--- src/rtl/sram_ctrl.sv ---
module sram_ctrl #(
  parameter int AW      = 15,
  parameter int DW      = 8,
  parameter int CLK_NS  = 10,
  parameter int T_WC_NS = 55,
  parameter int T_CW_NS = 45,
  parameter int T_AW_NS = 45,
  parameter int T_WP_NS = 40,
  parameter int T_DW_NS = 25,
  parameter int T_RC_NS = 55,
  parameter int T_AA_NS = 55,
  parameter int T_CO_NS = 55,
  parameter int T_OE_NS = 25,
  parameter int T_HZ_NS = 20
) (
  input  logic          clk,
  input  logic          rst,
  input  logic          req,
  output logic          ready,
  input  logic          wr,
  input  logic [AW-1:0] addr,
  input  logic [DW-1:0] wdata,
  output logic [DW-1:0] rdata,
  output logic          rvalid,
  output logic [AW-1:0] mem_addr,
  output logic          mem_cs_n,
  output logic          mem_we_n,
  output logic          mem_oe_n,
  output logic [DW-1:0] mem_dq_out,
  input  logic [DW-1:0] mem_dq_in,
  output logic          mem_dq_oe
);

  function automatic int cyc(input int ns);
    int c;
    c = (ns + CLK_NS - 1) / CLK_NS;
    return (c < 1) ? 1 : c;
  endfunction

  function automatic int mx(input int a, input int b);
    return (a > b) ? a : b;
  endfunction

  localparam int C_WP   = mx(mx(cyc(T_WP_NS), cyc(T_AW_NS) - 1),
                             mx(cyc(T_DW_NS) - 1, cyc(T_CW_NS) - 1));
  localparam int C_WREC = mx(1, cyc(T_WC_NS) - C_WP - 1);
  localparam int C_RD   = mx(mx(cyc(T_RC_NS), cyc(T_AA_NS)),
                             mx(cyc(T_CO_NS), cyc(T_OE_NS)));
  localparam int C_TURN = cyc(T_HZ_NS);
  localparam int C_MAX  = mx(mx(C_WP, C_WREC), mx(C_RD, C_TURN));
  localparam int CW     = $clog2(C_MAX + 1);

  typedef enum logic [2:0] {
    S_IDLE, S_WSET, S_WPUL, S_WREC, S_READ, S_TURN
  } state_t;

  state_t        state;
  logic [CW-1:0] cnt;
  logic          last;

  assign ready = (state == S_IDLE);
  assign last  = (cnt == '0);

  always_ff @(posedge clk) begin
    if (rst) begin
      state      <= S_IDLE;
      cnt        <= '0;
      mem_cs_n   <= 1'b1;
      mem_we_n   <= 1'b1;
      mem_oe_n   <= 1'b1;
      mem_dq_oe  <= 1'b0;
      mem_addr   <= '0;
      mem_dq_out <= '0;
      rdata      <= '0;
      rvalid     <= 1'b0;
    end else begin
      rvalid <= 1'b0;
      case (state)
        S_IDLE: if (req) begin
          mem_addr <= addr;
          mem_cs_n <= 1'b0;
          if (wr) begin
            mem_dq_out <= wdata;
            mem_dq_oe  <= 1'b1;
            state      <= S_WSET;
          end else begin
            mem_oe_n <= 1'b0;
            cnt      <= CW'(C_RD - 1);
            state    <= S_READ;
          end
        end
        S_WSET: begin
          mem_we_n <= 1'b0;
          cnt      <= CW'(C_WP - 1);
          state    <= S_WPUL;
        end
        S_WPUL: if (last) begin
          mem_we_n  <= 1'b1;
          mem_cs_n  <= 1'b1;
          mem_dq_oe <= 1'b0;
          cnt       <= CW'(C_WREC - 1);
          state     <= S_WREC;
        end else cnt <= cnt - 1'b1;
        S_WREC: if (last) state <= S_IDLE;
                else cnt <= cnt - 1'b1;
        S_READ: if (last) begin
          rdata    <= mem_dq_in;
          rvalid   <= 1'b1;
          mem_cs_n <= 1'b1;
          mem_oe_n <= 1'b1;
          cnt      <= CW'(C_TURN - 1);
          state    <= S_TURN;
        end else cnt <= cnt - 1'b1;
        S_TURN: if (last) state <= S_IDLE;
                else cnt <= cnt - 1'b1;
        default: state <= S_IDLE;
      endcase
    end
  end

endmodule

--- config.mk ---
export PLATFORM = sky130hd
export DESIGN_NAME = sram_ctrl
export DESIGN_NICKNAME = d
export VERILOG_FILES = /design/src/rtl/sram_ctrl.sv
export SDC_FILE = /design/constraint.sdc
export NUM_CORES = 1
export LEC_CHECK = 0
export BUFFER_PORTS_ARGS = -buffer_cell sky130_fd_sc_hd__clkbuf_2
export CORE_ASPECT_RATIO = 1.2
export CORE_MARGIN = 2
export CORE_UTILIZATION = 45
export DETAILED_ROUTE_END_ITERATION = 10
export HOLD_SLACK_MARGIN = 0.06
export PLACE_DENSITY = 0.76
export SETUP_SLACK_MARGIN = 0.2
export SLEW_MARGIN = 40
export SYNTH_ARGS = -nofsm -noshare
export SYNTH_HDL_FRONTEND = slang
export SYNTH_SLANG_ARGS = --single-unit
--- constraint.sdc ---
create_clock -name clk -period 1.79 [get_ports clk]
set_input_delay 0 -clock clk [delete_from_list [all_inputs] [get_ports clk]]
set_output_delay 0 -clock clk [all_outputs]
set_load 0.05 [all_outputs]
==> flow_summary.ini <==
[power_and_ir_drop]
switching_share_pct = 40.14
combPwrFrac_pct = 40.6
clock_power_share_pct = 20.4
pwr-share-seq_pct = 39.0
peakVddDrop_mv = 0.5960
p_leak_nw = 1.209
p_switching_mw = 1.213
power.internal_mw = 1.808
powerDensity_mw_per_mm2 = 1174
totalPowerFinal_mw = 3.021

[drt]
antenna_left = 0
drtPass1Iterations = 4
dr_total_vias = 1761
wl_um = 4364
wl_per_cell_um = 12.06
drtIter0Drc = 90
drcViolationCount = 0
vias_per_cell = 4.865

[final_layout]
area_growth_pct = 51.51
fin_util_pct = 70.80
nFillCells = 286
diodes = 0
drive_gt1_share_pct = 33.23
nets = 346

[flow_run]
maxCapViolCount = 0

[global_routing]
grt_overflow = 0
use_met3_pct = 5.957
grt_pass1_vias = 1634
grt_use_total_pct = 20.99
met1_usage_pct = 23.91
grt_pass1_wl_um = 6962
grt_use_met2_pct = 36.84
antenna_found_initial = 0
busiest_layer = met2
grt_max_degree = 27

[timing]
setup_violations = 0
maxSlewViolCount = 0
finClkSkew_ps = 7.145
rsz0062_at_grt = false
min_period_ps = 1516
post-route-period-util_pct = 84.67
whs_ps = 99.85
hold_violations = 0
fmax_mhz = 659.8
setup_tns_ps = 0
relSlewSlack_pct = 74.34
worst_pin_slew_ps = 383.2

[die]
rows = 24
initial_core_util_pct = 46.73
die_y_um = 71.29
dieArea_mm2 = 0.004283
pin_count = 72
dieWidth_um = 60.08
coreArea_mm2 = 0.003633

[synthesis]
synth_seq_cells = 42
netlist_area_mm2 = 0.001698
yosys.area.top_type = dfxtp_1
avgSynthCellArea_um2 = 8.323
synth_nets = 241
yosysUniqueCellTypes = 33
ys_top_cells_by_area = dfxtp_1, nand2_1, a21oi_1
yosysWarnings = 0
yosysSeqAreaShare_pct = 49.52
syn_inst = 204
synth_top_area_share_pct = 49.52

[cts]
htreeDepth = 2
cts-buffers-inserted = 5
cts_tree = built
cts_sinks = 42
clk_pin_slew_ps = 80
clk_path_buf_depth = 2
worstSkewPairLatency_ps = 290
root_buffer = clkbuf_8

[worst_setup_path]
start_kind = register
critPathMaxFanout = 9
crit_type = register to register
cp_data_arrival_time_ps = 1700
end_kind = register
required_ps = 1980

[placed_design]
hpwl_um = 2728
port_buffers = 71
gp_congestion = 0.8598

[hold_path]
min_path_type = primary input to register

[status]
outcome = complete, no violations
sequential cells by signal, summed over array words and instances (netlist names), 3 cells and up:
| signal | cells |
|---|---|
| cnt | 3 |
| mem_dq_out | 8 |
| rdata | 8 |
| mem_addr | 15 |
| state | 3 |
synthesized netlist by cell type:
cell and count:
clkbuf_1 5, mux2_2 1, mux2i_1 9, a221oi_1 1
or2_2 2, nand2b_1 1, a41oi_1 1, o311ai_0 1
nor2_1 16, and2_1 1, buf_2 6, o32ai_1 1
a22oi_1 1, a21oi_1 27, o211ai_1 1, nor4b_4 1
a2111oi_0 1, buf_4 2, nand4_1 1, or3_1 2
a31oi_1 4, a311oi_2 1, ha_1 2, o2111a_1 1
nor2b_1 1, nor3_1 2, xor2_1 1, inv_1 6
nand3_1 1, o21ai_0 5, nand2_1 56, nor4_1 1
dfxtp_1 42
area by class of cell:
type | count | area, µm² | area share (%)
clock buffer | 7 | 86.33 | 3.356
clock inverter | 1 | 5.005 | 0.1946
inverter | 6 | 25.02 | 0.9728
multi-input combinational | 143 | 813.3 | 31.61
sequential | 42 | 844.6 | 32.83
tap | 52 | 65.06 | 2.529
timing repair buffer | 111 | 733.2 | 28.50
worst max-delay path, stage by stage, from the launching register on:
cell and delay, ps:
dfxtp_2 360, inv_4 50, ha_4 150, nor2b_4 130, buf_4 170, o2111a_1 240
a2111oi_2 310
through the flow:
stage               setup WS [ps]  instances  area, µm²
global placement            201.7        321       2121
CTS                         203.4        360       2541
floorplan                   208.1        204       1718
detailed placement          107.9        321       2121
finish                      274.4        362       2572
global route                213.9        362       2572
cell usage in the layout, fill, tap and decap left out, types with 2 or more instances in the layout:
cell / Yosys / routed
buf_4: 2 / 9
dfxtp_2: 0 / 3
a31oi_1: 4 / 4
nand2_1: 56 / 54
mux2i_1: 9 / 9
inv_1: 6 / 4
a21oi_1: 27 / 27
nand2_2: 0 / 2
dlygate4sd3_1: 0 / 31
dfxtp_1: 42 / 39
nor2_1: 16 / 16
clkbuf_2: 0 / 71
or2_2: 2 / 2
clkbuf_8: 0 / 6
or3_1: 2 / 2
o21ai_0: 5 / 5
cell families (layout without fill, tap and decap cells):
family                   Yosys count  in the layout  synth area share, %
AO/OA/AOI/OAI                     45             45                15.92
multiplexers                      10             10                5.969
XOR/XNOR                           1              1               0.5159
buffers and inverters             19            125                5.085
flip-flops                        42             42                49.52
AND/OR/NAND/NOR                   85             85                21.52
adder cells (fa/ha/maj)            2              2                1.474
repair_timing:
action                                  4_1_cts  5_1_grt
endpoints found under the setup margin        3       17
gates cloned                                  0        0
hold buffers                                 31        0
pin swaps                                     1        1
gates resized for setup                       7        5
buffers inserted                              0        2
hold endpoints to repair                     31        0
metal layers:
layer	up-vias	part of all wire [%]
met3	8	6.1
met4	0	1.3
met5	-	0
li1	901	-
met1	786	42
met2	66	51
path summary, 6_finish.rpt:
check / startpoint / to / slack, ps / depth (start not counted)
worst max-delay path: cnt[0] / cnt[0] / 270 / 6
worst min-delay path: wr / state[2] / 100 / 4
worst max register to register: cnt[0] / cnt[0] / 270 / 6
worst min register to register: mem_addr[0] / mem_addr[0] / 450 / 2
power groups by stage:
stage                     combinational (mW)  sequential [mW]  clock [mW]
after floorplan                        0.550             1.48           0
after global placement                  1.07             1.18           0
after detailed placement                1.09             1.19           0
after CTS                               1.18             1.17       0.635
after global routing                    1.32             1.20       0.687
final                                   1.23             1.18       0.617
(Power assumes the default switching activity.)
